File: config.mk
export PLATFORM = sky130hd
export DESIGN_NAME = pbo_ref_switch
export DESIGN_NICKNAME = d
export VERILOG_FILES = /design/src/rtl/pbo_sw_pkg.sv /design/src/rtl/pbo_prio_pick.sv /design/src/rtl/pbo_ctrl_reg.sv /design/src/rtl/pbo_offset_unit.sv /design/src/rtl/pbo_ref_switch.sv
export SDC_FILE = /design/constraint.sdc
export NUM_CORES = 1
export LEC_CHECK = 0
export BUFFER_PORTS_ARGS = -buffer_cell sky130_fd_sc_hd__buf_2
export CAP_MARGIN = 5
export CORE_MARGIN = 5
export CORE_UTILIZATION = 40
export DETAILED_ROUTE_END_ITERATION = 8
export GPL_TIMING_DRIVEN = 0
export PLACE_DENSITY = 0.72
export SYNTH_ARGS = -nofsm -noshare
export SYNTH_HDL_FRONTEND = slang
export SYNTH_SLANG_ARGS = --single-unit
File: constraint.sdc
create_clock -name clk -period 4.2 [get_ports clk]
set_input_delay 0.63 -clock clk [delete_from_list [all_inputs] [get_ports clk]]
set_output_delay 0.63 -clock clk [all_outputs]
set_load 0.005 [all_outputs]
File: src/rtl/pbo_sw_pkg.sv
package pbo_sw_pkg;

    typedef enum logic [1:0] {
        ST_HOLD = 2'd0,
        ST_LOST = 2'd1,
        ST_LOCK = 2'd2
    } sw_state_e;

    localparam int CTRL_EN_BIT  = 0;
    localparam int CTRL_FRZ_BIT = 1;
    localparam int PRIO_W       = 4;

endpackage

File: src/rtl/pbo_prio_pick.sv
module pbo_prio_pick
    import pbo_sw_pkg::*;
#(
    parameter int N_REF = 4,
    localparam int IW   = (N_REF > 1) ? $clog2(N_REF) : 1
) (
    input  logic [N_REF-1:0]        ok,
    input  logic [N_REF*PRIO_W-1:0] prio,
    output logic [N_REF-1:0]        eligible,
    output logic                    any_ok,
    output logic [IW-1:0]           best_idx
);

    logic [PRIO_W-1:0] prio_a [N_REF];

    for (genvar g = 0; g < N_REF; g++) begin : g_unpack
        assign prio_a[g]   = prio[g*PRIO_W +: PRIO_W];
        assign eligible[g] = ok[g] && (prio_a[g] != '0);
    end

    logic [PRIO_W-1:0] best_p;

    always_comb begin
        any_ok   = 1'b0;
        best_idx = '0;
        best_p   = '1;
        for (int i = 0; i < N_REF; i++) begin
            if (eligible[i] && (!any_ok || prio_a[i] < best_p)) begin
                any_ok   = 1'b1;
                best_idx = IW'(i);
                best_p   = prio_a[i];
            end
        end
    end

endmodule

File: src/rtl/pbo_ctrl_reg.sv
module pbo_ctrl_reg
    import pbo_sw_pkg::*;
(
    input  logic       clk,
    input  logic       rst_n,
    input  logic       wr,
    input  logic [7:0] wdata,
    output logic       pbo_en,
    output logic       pbo_frz
);

    logic [1:0] ctrl_q;

    always_ff @(posedge clk or negedge rst_n) begin
        if (!rst_n) begin
            ctrl_q <= 2'b01;
        end else if (wr) begin
            ctrl_q <= {wdata[CTRL_FRZ_BIT], wdata[CTRL_EN_BIT]};
        end
    end

    assign pbo_en  = ctrl_q[0];
    assign pbo_frz = ctrl_q[1] & ctrl_q[0];

    a_r11_write_loads: assert property (@(posedge clk) disable iff (!rst_n)
        wr |=> (pbo_en == $past(wdata[CTRL_EN_BIT])));

    a_r8_frz_needs_en: assert property (@(posedge clk) disable iff (!rst_n)
        (!pbo_en) |-> (!pbo_frz));

endmodule

File: src/rtl/pbo_offset_unit.sv
module pbo_offset_unit #(
    parameter int PH_W     = 16,
    parameter int QUANT_SH = 2
) (
    input  logic            clk,
    input  logic            rst_n,
    input  logic            pbo_en,
    input  logic            pbo_frz,
    input  logic            capture,
    input  logic [PH_W-1:0] new_ph,
    input  logic [PH_W-1:0] old_ph,
    output logic [PH_W-1:0] offset
);

    localparam logic [PH_W-1:0] QMASK = ~(PH_W'((1 << QUANT_SH) - 1));

    logic [PH_W-1:0] step_sum;
    logic [PH_W-1:0] step_q;

    always_comb begin
        step_sum = offset + new_ph - old_ph;
        step_q   = step_sum & QMASK;
    end

    always_ff @(posedge clk or negedge rst_n) begin
        if (!rst_n) begin
            offset <= '0;
        end else if (!pbo_en) begin
            offset <= '0;
        end else if (capture && !pbo_frz) begin
            offset <= step_q;
        end
    end

    a_r7_frozen_holds: assert property (@(posedge clk) disable iff (!rst_n)
        (pbo_en && pbo_frz) |=> $stable(offset));

    a_r8_disabled_zero: assert property (@(posedge clk) disable iff (!rst_n)
        (!pbo_en) |=> (offset == '0));

    a_r5_no_capture_idle: assert property (@(posedge clk) disable iff (!rst_n)
        (pbo_en && !capture) |=> $stable(offset));

endmodule

File: src/rtl/pbo_ref_switch.sv
module pbo_ref_switch
    import pbo_sw_pkg::*;
#(
    parameter int N_REF    = 4,
    parameter int PH_W     = 16,
    parameter int QUANT_SH = 2,
    parameter int LOST_W   = 4,
    localparam int IW      = (N_REF > 1) ? $clog2(N_REF) : 1
) (
    input  logic                    clk,
    input  logic                    rst_n,
    input  logic [N_REF-1:0]        ref_ok,
    input  logic [N_REF*4-1:0]      ref_prio,
    input  logic [N_REF*PH_W-1:0]   ref_phase,
    input  logic [LOST_W-1:0]       lost_len,
    input  logic                    reg_wr,
    input  logic [7:0]              reg_wdata,
    output logic [IW-1:0]           sel_idx,
    output logic [PH_W-1:0]         corr_err,
    output logic [PH_W-1:0]         pbo_offset,
    output logic                    mode_locked,
    output logic                    mode_lost,
    output logic                    holdover
);

    logic [N_REF-1:0] eligible;
    logic             any_ok;
    logic [IW-1:0]    best_idx;
    logic             pbo_en;
    logic             pbo_frz;

    pbo_prio_pick #(.N_REF(N_REF)) u_pick (
        .ok       (ref_ok),
        .prio     (ref_prio),
        .eligible (eligible),
        .any_ok   (any_ok),
        .best_idx (best_idx)
    );

    pbo_ctrl_reg u_ctrl (
        .clk     (clk),
        .rst_n   (rst_n),
        .wr      (reg_wr),
        .wdata   (reg_wdata),
        .pbo_en  (pbo_en),
        .pbo_frz (pbo_frz)
    );

    logic [PH_W-1:0] ph_a [N_REF];
    for (genvar g = 0; g < N_REF; g++) begin : g_ph
        assign ph_a[g] = ref_phase[g*PH_W +: PH_W];
    end

    sw_state_e       st_q, st_d;
    logic [IW-1:0]   sel_q, sel_d;
    logic [LOST_W-1:0] cnt_q, cnt_d;
    logic            cap;

    // next-state process
    always_comb begin
        st_d  = st_q;
        sel_d = sel_q;
        cnt_d = cnt_q;
        cap   = 1'b0;
        unique case (st_q)
            ST_HOLD: begin
                if (any_ok) begin
                    st_d  = ST_LOST;
                    sel_d = best_idx;
                    cnt_d = lost_len;
                end
            end
            ST_LOST: begin
                if (!eligible[sel_q]) begin
                    if (any_ok) begin
                        sel_d = best_idx;
                        cnt_d = lost_len;
                    end else begin
                        st_d = ST_HOLD;
                    end
                end else if (cnt_q == '0) begin
                    st_d = ST_LOCK;
                end else begin
                    cnt_d = cnt_q - 1'b1;
                end
            end
            ST_LOCK: begin
                if (!eligible[sel_q]) begin
                    if (any_ok) begin
                        st_d  = ST_LOST;
                        sel_d = best_idx;
                        cnt_d = lost_len;
                        cap   = 1'b1;
                    end else begin
                        st_d = ST_HOLD;
                    end
                end
            end
            default: st_d = ST_HOLD;
        endcase
    end

    // state register
    always_ff @(posedge clk or negedge rst_n) begin
        if (!rst_n) begin
            st_q  <= ST_HOLD;
            sel_q <= '0;
            cnt_q <= '0;
        end else begin
            st_q  <= st_d;
            sel_q <= sel_d;
            cnt_q <= cnt_d;
        end
    end

    pbo_offset_unit #(.PH_W(PH_W), .QUANT_SH(QUANT_SH)) u_off (
        .clk     (clk),
        .rst_n   (rst_n),
        .pbo_en  (pbo_en),
        .pbo_frz (pbo_frz),
        .capture (cap),
        .new_ph  (ph_a[best_idx]),
        .old_ph  (ph_a[sel_q]),
        .offset  (pbo_offset)
    );

    // output process
    always_comb begin
        mode_locked = 1'b0;
        mode_lost   = 1'b0;
        holdover    = 1'b0;
        corr_err    = '0;
        unique case (st_q)
            ST_HOLD: holdover = 1'b1;
            ST_LOST: mode_lost = 1'b1;
            ST_LOCK: begin
                mode_locked = 1'b1;
                corr_err    = ph_a[sel_q] - pbo_offset;
            end
            default: holdover = 1'b1;
        endcase
    end

    assign sel_idx = sel_q;

    a_r4_one_mode: assert property (@(posedge clk) disable iff (!rst_n)
        $onehot({mode_locked, mode_lost, holdover}));

    a_r3_locked_keeps_sel: assert property (@(posedge clk) disable iff (!rst_n)
        (mode_locked && eligible[sel_idx]) |=> (mode_locked && $stable(sel_idx)));

    a_r9_hold_keeps_sel: assert property (@(posedge clk) disable iff (!rst_n)
        (holdover && !any_ok) |=> (holdover && $stable(sel_idx)));

    a_r4_loss_to_lost: assert property (@(posedge clk) disable iff (!rst_n)
        (mode_locked && !eligible[sel_idx] && any_ok) |=> mode_lost);

    a_r10_exit_hold_no_capture: assert property (@(posedge clk) disable iff (!rst_n)
        (holdover && any_ok && pbo_en) |=> (mode_lost && $stable(pbo_offset)));

endmodule

### After elaboration in Yosys (flattened, before gate mapping)

Index checks and enable logic that the tools add are counted.

* bits in read-only memories: 0
* memory bits (writable): 0
* latch bits: 0
* memories: 0
* register bits after elaboration: 26
* output and inout bits: 37

* bitwise operators: 3
* magnitude comparators: 6
* multiplexer cells: 42
* reductions and logical operators: 27
* multiply operators: 0
* add/sub/neg operators: 4
* divide/modulo/power cells: 0
* equal/unequal tests: 9
* shift operators: 0

Operators with widths (count)
* $mux W16: 7
* $bmux W16 S2: 2
* $sub A16 B16 Y16: 2
* $mux W4: 7
* $mux W2: 9
* $add A16 B16 Y16: 1
* $reduce_bool A4 Y1: 4
* $mux W1: 13
* $lt A4 B4 Y1: 3
* $pmux W4 S3: 1
* $ne A3 B3 Y1 const B: 3
* $logic_and A1 B1 Y1: 8
* $ge A3 B3 Y1 const B: 2
* $ne A2 B2 Y1 const B: 3
* $not A2 Y3: 2
* $pmux W2 S3: 1
* $logic_not A1 Y1: 4
* $logic_not A4 Y1: 1
* $pmux W2 S2: 1
* $reduce_and A4 Y1: 1
* $sub A4 B1 Y4 const B: 1
* $logic_or A1 B1 Y1: 3
* $lt A2 B3 Y1 const B: 1
* $reduce_and A3 Y1: 1
* other kinds (10): 10

### Logic depth before layout (Yosys ltp)

Gate-level depths: netlist of the first run.

* depth in word-level cells: 23
* mapped depth: 42
* depth with buffers taken out: 39

### Hierarchy

A second synthesis of the first run with hierarchy kept.

* cells, all modules: 583
* area, all modules: 4919.7 um2

Modules (own cells, without submodules)
* pbo_ref_switch: cells each 250, area an instance 2269.7 um2, instances 1, sequential area each 200.2 um2
* pbo_offset_unit: cells each 227, area an instance 1811.7 um2, instances 1, sequential area each 350.3 um2
* pbo_prio_pick: cells each 101, area an instance 758.2 um2, instances 1, sequential area each 0.0 um2
* pbo_ctrl_reg: cells each 5, area an instance 80.1 um2, instances 1, sequential area each 51.3 um2

### Worst setup path before layout of the first run

Ideal clock, no wire load.

* kind: input port to flip-flop
* start point: input port ref_prio[3]
* end point: register u_off.offset[15]
* path slack: -4199 ps
* arrival: 8276 ps
* stages: 40
* path buffers: 5
* library setup time: 123 ps
* cell sequence: o41ai_2 nor2_1 ha_1 nor2_1 a21boi_0 a311o_1 o31a_1 buf_1 mux2i_1 ha_1 o21a_1 o21ai_0 a21oi_1 or2_2 o31ai_4 clkbuf_1 nor2_1 a21oi_1 [4 not listed] o31a_1 buf_6 clkbuf_1 clkbuf_1 o21ai_0 fa_1 inv_1 ha_1 nor2b_1 o21ai_0 a21boi_0 o21ai_0 nand2b_1 a21oi_1 o2111ai_1 a41oi_1 xor2_1 o21ai_1

* longest elaborated chain between the ends: 23

RTL lines
* from (decl): line pbo_ref_switch.sv:13 `input logic [N_REF*4-1:0] ref_prio,`
* $reduce_bool A4 Y1: line pbo_prio_pick.sv:18 `assign eligible[g] = ok[g] && (prio_a[g] != '0);`
* $logic_and A1 B1 Y1: line pbo_prio_pick.sv:18
* $mux W4 / $mux W1 (equally long branches): line pbo_prio_pick.sv:28 `if (eligible[i] && (!any_ok || prio_a[i] < best_p)) begin`
* $lt A4 B4 Y1 / $logic_not A1 Y1 (equally long branches): line pbo_prio_pick.sv:28
* $logic_or A1 B1 Y1: line pbo_prio_pick.sv:28
* $logic_and A1 B1 Y1: line pbo_prio_pick.sv:28
* $mux W4 / $mux W1 (equally long branches): line pbo_prio_pick.sv:28
* $lt A4 B4 Y1 / $logic_not A1 Y1 (equally long branches): line pbo_prio_pick.sv:28
* [6 not listed]
* $mux W2: line pbo_prio_pick.sv:28
* $not A2 Y3 (not written as such): line pbo_ref_switch.sv:122 `.new_ph (ph_a[best_idx]),`
* $bmux W16 S2: line pbo_ref_switch.sv:122
* $mux W16 (not written as such) (2 in series): line pbo_ref_switch.sv:122
* $add A16 B16 Y16: line pbo_offset_unit.sv:21 `step_sum = offset + new_ph - old_ph;`
* $sub A16 B16 Y16: line pbo_offset_unit.sv:21
* $mux W16: line pbo_offset_unit.sv:30 `end else if (capture && !pbo_frz) begin`
* $mux W16: line pbo_offset_unit.sv:28 `end else if (!pbo_en) begin`
* to (signal assigned): line pbo_offset_unit.sv:31 `offset <= step_q;`
* to (decl): line pbo_offset_unit.sv:12 `output logic [PH_W-1:0] offset`

Several ways; a longest one is shown, not always the timed one. The select of a mux whose other input is x is not followed.
A chain may end at the register's enable or synchronous reset.

### Worst setup path after layout of the first run

* start point: input port ref_prio[1]
* end point: register u_off.offset[14]

Same word-level chain as after synthesis.

==> metrics.txt, run 1 <==
most used cell, CP buf_6; Skew-Pair Late Insertion Delay between 200 and 300 ps; first-pass GRT wire length around 26000 um; die area around 13000 um^2; status finished with violations; Final Hold Fails 0; area grow syn2layout 53.93%; Post-synth EDFFs 0; area of the multi-input gates 3971 um^2; pre-CTS setup slack -4587 ps; critical path type in -> reg; Critical Path RT between 4000 and 5000 ps; Tot GR Track Use between 20 and 30%; Final Util a little under two thirds; Routability Congestion around 0.94; final wirelength between 15000 and 20000 um; P_leak roughly 3.0 nW; Ys Warns 0; depth of the worst register-to-register path 17; fraction of registers with async set/reset 100.0%; Placed Area approximately 5300 um^2; HP Class in -> async; vias per cell roughly 6.0; Tightest Pin Transition 1048 ps; CORE AREA roughly 10000 um^2; Syn Inst Count between 500 and 600; Residual DRC 0; maximum vdd ir drop between 300 and 400 uV; P_sw roughly 2.4 mW; DR iter-0 viols between 500 and 600; hpwl dp 12400 um; grt total ovfl 0; CTS tree built; Post-Syn Area per Cell roughly 8 um^2; share of layout cells above drive strength 1 around 46%; Pint between 2 and 3 mW; worst relative slew slack roughly 30%; Max Fclk around 130 MHz; I/O Buffers ~130; Fill cells 864; Rows 37; nets@finish 906; starting density of the core approximately 41%; I/O pin count roughly 140; Die Ht 113.4 um; Reg clk slew, reported paths ~100 ps; CP Launch Type input port; Cell Area, Synth 4280 um^2; 1st-pass router iterations 6; max incr delay on CP between 500 and 600 ps; CTS buffer count 3; pwr dens ~760 nW/um^2; htree depth 1; post-synthesis register bit count 24; RSZ-0062 raised after global routing yes; hold_ws 333.4 ps; clk sinks 24; Max Cap Viol 0; power share of the combinational group about nine tenths; Flop pwr share about 6.8%; Worst Skew between 1.5 and 2 ps; largest net degree at the start of global routing 25; Seq/Total Area, Yosys between 10 and 15%; antenna-violating nets left 0; clock network fraction of design power between 4 and 5%; failing checks setup timing; vias in the first global route 5269; final worst slack -3648 ps; Final min period a little under 8000 ps; setup tns final -48250 ps; Critical Path End Type flop; sw frac 48.18%; DR vias 5334; initial antenna violation count 2; Yosys cell types 68; CP arrival roughly 8000 ps; Final Instance Area 6589 um^2; Final Non-Filler Cells just under 900; Crit-path slowest cell fa_1; routed len/inst slightly above 20 um; Top FF cell, synth dfrtp_1; Die X roughly 110 um; crit path max fanout 7; Setup-failing EPs final 17; Tot Pwr ~5 mW; clock tree buffer depth 2; Final Cycle Share 186.9%; Sequential Area 603.1 um^2; CTS root buf clkbuf_8; Max Slew Vio Count 0; placed insts between 800 and 900
layout by cell type, fill, tap and decap left out, drive strengths merged, types with 5 or more instances in the layout:
cell type,instances
nor2b,5
o211ai,5
and2,7
o21ai,42
nand3,24
o21a,6
nand2,50
o21bai,5
fa,15
nor3,12
or3,8
nor3b,5
o221ai,12
a21oi,34
a31oi,6
dfrtp,23
nor2,42
mux2i,7
xor2,9
xnor2,8
inv,65
clkbuf,15
mux4,16
buf,215
ha,40
a21o,6
final timing paths:
| check | slack, ps | start | endpoint |
|---|---|---|---|
| hold reg to reg | 550 | cnt_q[1]$_DFFE_PN0P_ | cnt_q[1]$_DFFE_PN0P_ |
| setup / recovery | -3650 | ref_prio[1] | u_off.offset[14]$_DFFE_PN0P_ |
| max in group asynchronous | 3430 | rst_n | sel_idx[1]$_DFFE_PN0P_ |
| min in group clk | 510 | reg_wr | u_ctrl.ctrl_q[0]$_DFFE_PN1P_ |
| setup reg to reg | 380 | sel_idx[0]$_DFFE_PN0P_ | u_off.offset[15]$_DFFE_PN0P_ |
| hold / removal | 330 | rst_n | cnt_q[1]$_DFFE_PN0P_ |
per-layer routing:
metal / GRT usage (%) / vias up / share of wire [%] / routed length, um
li1: - / 2395 / - / -
met1: 29.88 / 2527 / 38 / 6867
met2: 44.87 / 346 / 48 / 8645
met3: 4.456 / 64 / 8.6 / 1536
met4: 11.94 / 2 / 4.4 / 782
met5: 0 / - / 0.10 / 18
synthesized netlist by cell type, drive strengths merged, types with 4 or more instances:
master	count	area, um^2
or3	8	50.05
a21o	6	45.04
nand2b	4	25.02
a21oi	34	170.2
o31a	4	35.03
nand3	24	120.1
mux4	16	360.4
and2	7	43.79
mux2	4	45.04
xnor2	8	70.07
nor3	12	65.06
nor2	42	157.7
dfrtp	23	575.6
o21ai	42	210.2
buf	7	43.79
o221ai	12	105.1
inv	65	244.0
mux2i	7	70.07
a211oi	4	35.03
clkbuf	13	48.80
ha	40	500.5
o211ai	5	42.54
nand2	50	187.7
o21bai	5	37.54
o21a	6	45.04
fa	15	300.3
nor3b	5	37.54
a31oi	6	37.54
nor2b	5	31.28
o41ai	4	42.55
xor2	9	78.83
o31ai	4	43.79
critical path: cells and delay by family:
family          cells  cell delay, ps
compound gates     18            3070
fa+ha+maj           5            1670
buf+inv             8            1090
mux                 1             190
simple gates        9            1350
layout make-up:
cell class	count	share of cell area, %
timing repair buffer	209	20.40
buffer	18	2.772
inverter	65	3.703
sequential	24	9.153
multi-input combinational	431	60.27
tap	136	2.583
antenna	1	0.03798
clock inverter	1	0.4558
clock buffer	3	0.6267
state kept, by name (all words and copies together) (netlist names):
signal         flops
st_q               2
u_ctrl.ctrl_q      2
cnt_q              4
u_off.offset      14
sel_idx            2
power groups by stage:
| stage | logic, mW | clock network (mW) | registers, mW |
|---|---|---|---|
| floorplan | 2.26 | 0 | 0.317 |
| global route | 4.78 | 0.224 | 0.349 |
| global placement | 2.84 | 0 | 0.328 |
| finish | 4.45 | 0.223 | 0.343 |
| CTS | 3.78 | 0.221 | 0.339 |
| detailed placement | 2.92 | 0 | 0.328 |
logic make-up after synthesis:
family,Yosys count,share of synthesized area (%)
buffers and inverters,85,7.863
XOR/XNOR,17,3.479
AND/OR/NAND/NOR,172,19.32
adder cells (fa/ha/maj),55,18.71
multiplexers,27,11.11
AO/OA/AOI/OAI,158,25.37
other,1,0.08761
flip-flops,24,14.06
what timing repair did:
| action | in CTS | in global routing |
|---|---|---|
| pin swaps | 65 | 72 |
| hold buffers | 0 | 0 |
| resized for setup | 84 | 43 |
| setup endpoints to repair | 23 | 20 |
| setup buffers | 56 | 27 |
No activity file was read; power rests on OpenSTA's default activity.
==> inputs of run 2 (changes only) <==
--- a/config.mk
+++ b/config.mk
@@ -5,13 +5,14 @@
 export SDC_FILE = /design/constraint.sdc
 export NUM_CORES = 1
 export LEC_CHECK = 0
-export BUFFER_PORTS_ARGS = -buffer_cell sky130_fd_sc_hd__buf_2
+export BUFFER_PORTS_ARGS = -buffer_cell sky130_fd_sc_hd__buf_4
 export CAP_MARGIN = 5
 export CORE_MARGIN = 5
 export CORE_UTILIZATION = 40
 export DETAILED_ROUTE_END_ITERATION = 8
 export GPL_TIMING_DRIVEN = 0
 export PLACE_DENSITY = 0.72
+export SLEW_MARGIN = 25
 export SYNTH_ARGS = -nofsm -noshare
 export SYNTH_HDL_FRONTEND = slang
 export SYNTH_SLANG_ARGS = --single-unit
==> metrics.txt, run 2 (same netlist as run 1, synthesis figures left out) <==
Max Slew Vio Count 0; final worst slack -3612 ps; Pint 2.442 mW; Final Hold Fails 0; Critical Path End Type flop; antenna-violating nets left 0; routed len/inst around 19 um; Final Cycle Share 186.0%; Routability Congestion 0.9375; I/O Buffers approximately 130; initial antenna violation count 0; pre-CTS setup slack -4530 ps; Rows 37; n_diodes 0; Residual DRC 0; area grow syn2layout 57.35%; vias in the first global route about 5200; Buf/Inv on CP 5; Die X between 100 and 150 um; starting density of the core between 40% and 50%; Crit path depth 43; sw frac between 40% and 50%; CORE AREA slightly above 10000 um^2; most common cell after layout, fill and taps aside buf_4; depth of the worst register-to-register path 18; DR iter-0 viols around 400; HP Class in -> async; Critical Path RT 4410 ps; CTS buffer count 3; Setup-failing EPs final 17; Max Fclk around 130 MHz; first-pass GRT wire length 26010 um; Die Ht roughly 110 um; 1st-pass router iterations 6; Final Util between 60% and 70%; Largest Register u_off.offset; pwr dens 693.2 nW/um^2; status finished with violations; worst relative slew slack between 30% and 40%; Post-CTS Hold Buffers 0; most frequent cells in the layout buf_4, inv_1, nand2_1; biggest regs u_off.offset (14), cnt_q (4); vias per cell between 5 and 6; kind of cell adding the most delay to the critical path compound AO/OA/AOI/OAI gates; maximum vdd ir drop between 300 and 400 uV; Tightest Pin Transition between 1000 and 1500 ps; final wirelength between 15000 and 20000 um; clk sinks 24; power share of the combinational group between 80% and 90%; max reg flops 14; Tot GR Track Use approximately a quarter; clock network fraction of design power roughly 4.6%; crit path max fanout 5; P_leak around 3 nW; most used cell, CP a21oi_2; Skew-Pair Late Insertion Delay 280 ps; RSZ-0062 raised after global routing yes; Flop pwr share ~7.4%; htree depth 1; Worst Skew 7.348 ps; max incr delay on CP roughly 470 ps; clock tree buffer depth 2; failing checks setup timing; nets@finish slightly below 900; Reg clk slew, reported paths roughly 100 ps; hpwl dp between 10000 and 15000 um; Crit-path slowest cell fa_1; I/O pin count between 100 and 150; largest net degree at the start of global routing 25; Max Cap Viol 0; P_sw approximately 2.2 mW; Final min period a little under 8000 ps; CP Launch Type input port; CTS tree built; critical path type in -> reg; grt total ovfl 0; die area around 13000 um^2; CP arrival 8020 ps; share of layout cells above drive strength 1 between 40% and 50%; CTS root buf clkbuf_8; DR vias approximately 5000
## run 2: what timing repair did
item	in CTS	in global routing
setup endpoints to repair	23	20
pin swaps	76	36
resized for setup	94	31
buffers inserted	50	21
## run 2: routing by layer
metal | share of wire [%] | track usage (%)
met1 | 38 | 29.92
met2 | 49 | 45.34
met3 | 9.1 | 5.305
met4 | 3.5 | 7.612
met5 | 0 | 0
## run 2: path summary, 6_finish.rpt
check | endpoint | start | slack (ps)
min in group clk | u_ctrl.ctrl_q[0]$_DFFE_PN1P_ | reg_wr | 510
max | u_off.offset[11]$_DFFE_PN0P_ | ref_prio[0] | -3610
max reg2reg | u_off.offset[11]$_DFFE_PN0P_ | sel_idx[0]$_DFFE_PN0P_ | 400
min | u_off.offset[3]$_DFFE_PN0P_ | rst_n | 240
max in group asynchronous | u_ctrl.ctrl_q[0]$_DFFE_PN1P_ | rst_n | 3660
min reg2reg | cnt_q[1]$_DFFE_PN0P_ | cnt_q[1]$_DFFE_PN0P_ | 540
## run 2: power groups by stage
stage | Clock, mW | Sequential, mW | Combinational, mW
final | 0.213 | 0.345 | 4.11
after global routing | 0.220 | 0.351 | 4.48
after CTS | 0.213 | 0.342 | 3.78
after detailed placement | 0 | 0.332 | 2.99
after global placement | 0 | 0.329 | 2.90
after floorplan | 0 | 0.317 | 2.26
## run 2: area by class of cell
type                       instances  area, um^2
timing repair buffer             195        1513
multi-input combinational        431        3936
clock inverter                     1       30.03
buffer                            19       197.7
sequential                        24       603.1
inverter                          65       244.0
tap                              136       170.2
clock buffer                       3       41.29
fill                             873        3635
## run 2: stage by stage
stage               total power, mW  hold slack [ps]  area (um^2)  instances  TNS [ps]
global placement              3.233            497.3         5614        803    -60790
CTS                           4.335            254.6         6451        855    -49050
detailed placement            3.321            520.6         5614        803    -62570
finish                        4.669            243.2         6735        874    -48650
global route                  5.050            264.6         6735        874    -53930
floorplan                     2.581            334.4         4491        540    -43630
==> inputs of run 3 (changes only) <==
--- a/config.mk
+++ b/config.mk
@@ -11,7 +11,8 @@
 export CORE_UTILIZATION = 40
 export DETAILED_ROUTE_END_ITERATION = 8
 export GPL_TIMING_DRIVEN = 0
-export PLACE_DENSITY = 0.72
+export PLACE_DENSITY = 0.69
+export SETUP_SLACK_MARGIN = 0.4
 export SLEW_MARGIN = 25
 export SYNTH_ARGS = -nofsm -noshare
 export SYNTH_HDL_FRONTEND = slang
==> constraint.sdc (replaced) <==
create_clock -name clk -period 7.7 [get_ports clk]
set_input_delay 1.155 -clock clk [delete_from_list [all_inputs] [get_ports clk]]
set_output_delay 1.155 -clock clk [all_outputs]
set_load 0.005 [all_outputs]
==> metrics.txt, run 3 (same netlist as run 1, synthesis figures left out) <==
Residual DRC 0; Reg clk slew, reported paths 100 ps; Critical Path End Type flop; routed len/inst between 15 and 20 um; largest net degree at the start of global routing 25; most common cell after layout, fill and taps aside buf_4; Max Cap Viol 0; Hold Path Sink cnt_q[3]$_DFFE_PN0P_; n_diodes 0; worst relative slew slack 38.54%; kind of cell adding the most delay to the critical path compound AO/OA/AOI/OAI gates; Largest Register u_off.offset; Buf/Inv on CP 5; starting density of the core between 40% and 50%; DR vias 5000; hold_ws about 530 ps; I/O Buffers 127; R2R Setup Slk approximately 3200 ps; vias per cell 5.828; max reg flops 14; Die X approximately 110 um; most frequent cells in the layout buf_4, inv_1, nand2_1; CORE AREA between 10000 and 15000 um^2; DR iter-0 viols approximately 400; Rows 37; GR peak layer met2; Max Fclk ~120 MHz; die area between 10000 and 15000 um^2; final worst slack -606.8 ps; 1st-pass router iterations 6; GRT met2 Usage a little over two fifths; failing checks setup timing; hpwl dp between 10000 and 15000 um; Max Slew Vio Count 0; met1 Use GR between 20% and 30%; CP arrival roughly 8500 ps; Worst Hold Depth 2; Critical Path RT ~7900 ps; final wirelength between 15000 and 20000 um; CP Launch Type input port; maximum vdd ir drop approximately 200 uV; Reg-to-Reg Start sel_idx[0]$_DFFE_PN0P_; grt total ovfl 0; clock tree buffer depth 2; Hold Crit Start cnt_q[3]$_DFFE_PN0P_; Tightest Pin Transition around 900 ps; placed insts 803; Fill cells 912; depth of the worst register-to-register path 13; nets@finish ~880; Routability Congestion just under 1; Final Instance Area about 6500 um^2; I/O pin count around 140; Setup-failing EPs final 12; initial antenna violation count 0; Final min period between 8000 and 9000 ps; RSZ-0062 raised after global routing yes; Final Cycle Share 107.9%; CTS tree built; biggest regs u_off.offset (14), cnt_q (4); Final Hold Fails 0; critical path type in -> reg; vias in the first global route between 5000 and 6000; clk sinks 24; share of layout cells above drive strength 1 roughly 41%; P_leak roughly 2.9 nW; RR Endpoint u_off.offset[14]$_DFFE_PN0P_; CTS buffer count 3; first-pass GRT wire length 24870 um; Skew-Pair Late Insertion Delay roughly 280 ps; Final Util between 60% and 70%; Tot Pwr around 2.4 mW; Crit-path slowest cell fa_1; Post-CTS Hold Buffers 0; Tot GR Track Use between 20% and 30%; crit path max fanout 5; Worst Skew roughly 12 ps; Final Non-Filler Cells 858; htree depth 1; met3 GRT Util between 4 and 5%; HP Class reg -> reg; status finished with violations; max incr delay on CP around 460 ps; Die Ht roughly 110 um; pwr dens around 380 nW/um^2; CTS root buf clkbuf_8; area grow syn2layout 51.18%; antenna-violating nets left 0; Placed Area 5603 um^2
[run 3: changes by cell type in the layout (fill, tap and decap cells not counted), sizes merged]
cell	delta
buf	-17
clkbuf	+1
[run 3: through the flow]
stage                     setup slack, ps  TNS (ps)
after floorplan                    -405.0     -1800
after global placement              -1554    -13530
after detailed placement            -1720    -16070
after CTS                          -670.8     -5093
after global routing               -936.0     -8514
final                              -606.8     -4977
[run 3: power by group]
group / switching (mW) / total (mW) / internal [mW]
registers: 0.0258 / 0.179 / 0.154
logic: 1.10 / 2.15 / 1.05
clock network: 0.0482 / 0.118 / 0.0697
total: 1.18 / 2.45 / 1.27
[run 3: timing repair]
| action | CTS | global route |
|---|---|---|
| gates resized for setup | 48 | 40 |
| setup buffers | 32 | 19 |
| pin swaps | 55 | 70 |
| endpoints found under the setup margin | 14 | 14 |
[run 3: worst max-delay path by stage]
stage | startpoint | slack (ps) | cells after the start | end
global placement | ref_prio[0] | -1550 | 38 | u_off.offset[14]$_DFFE_PN0P_
floorplan | ref_prio[0] | -410 | 39 | u_off.offset[12]$_DFFE_PN0P_
detailed placement | ref_prio[0] | -1720 | 38 | u_off.offset[14]$_DFFE_PN0P_
finish | ref_prio[0] | -610 | 42 | u_off.offset[13]$_DFFE_PN0P_
CTS | ref_prio[3] | -670 | 42 | u_off.offset[15]$_DFFE_PN0P_
global route | ref_prio[0] | -940 | 41 | u_off.offset[14]$_DFFE_PN0P_
[run 3: layout make-up]
| class | instances | area (um^2) | share of cell area [%] |
|---|---|---|---|
| repair buffers | 178 | 1398 | 21.60 |
| well taps | 136 | 170.2 | 2.630 |
| plain buffers | 20 | 160.2 | 2.475 |
| clock inverters | 1 | 30.03 | 0.4640 |
| flip-flops and latches | 24 | 601.8 | 9.300 |
| multi-input cells | 431 | 3826 | 59.13 |
| inverters | 65 | 244.0 | 3.770 |
| clock buffers | 3 | 41.29 | 0.6381 |
[run 3: tightest hold or removal path, delay by kind of cell, from the launching register on]
family	cells	cell delay (ps)
DFF	1	380
and+or+nand+nor	1	60
AOI/OAI and AO/OA	1	60
[run 3: per-layer routing]
layer	vias to the layer above	routed length, um
li1	2333	-
met1	2383	6444
met2	238	7774
met3	46	1278
met4	0	552
met5	-	0
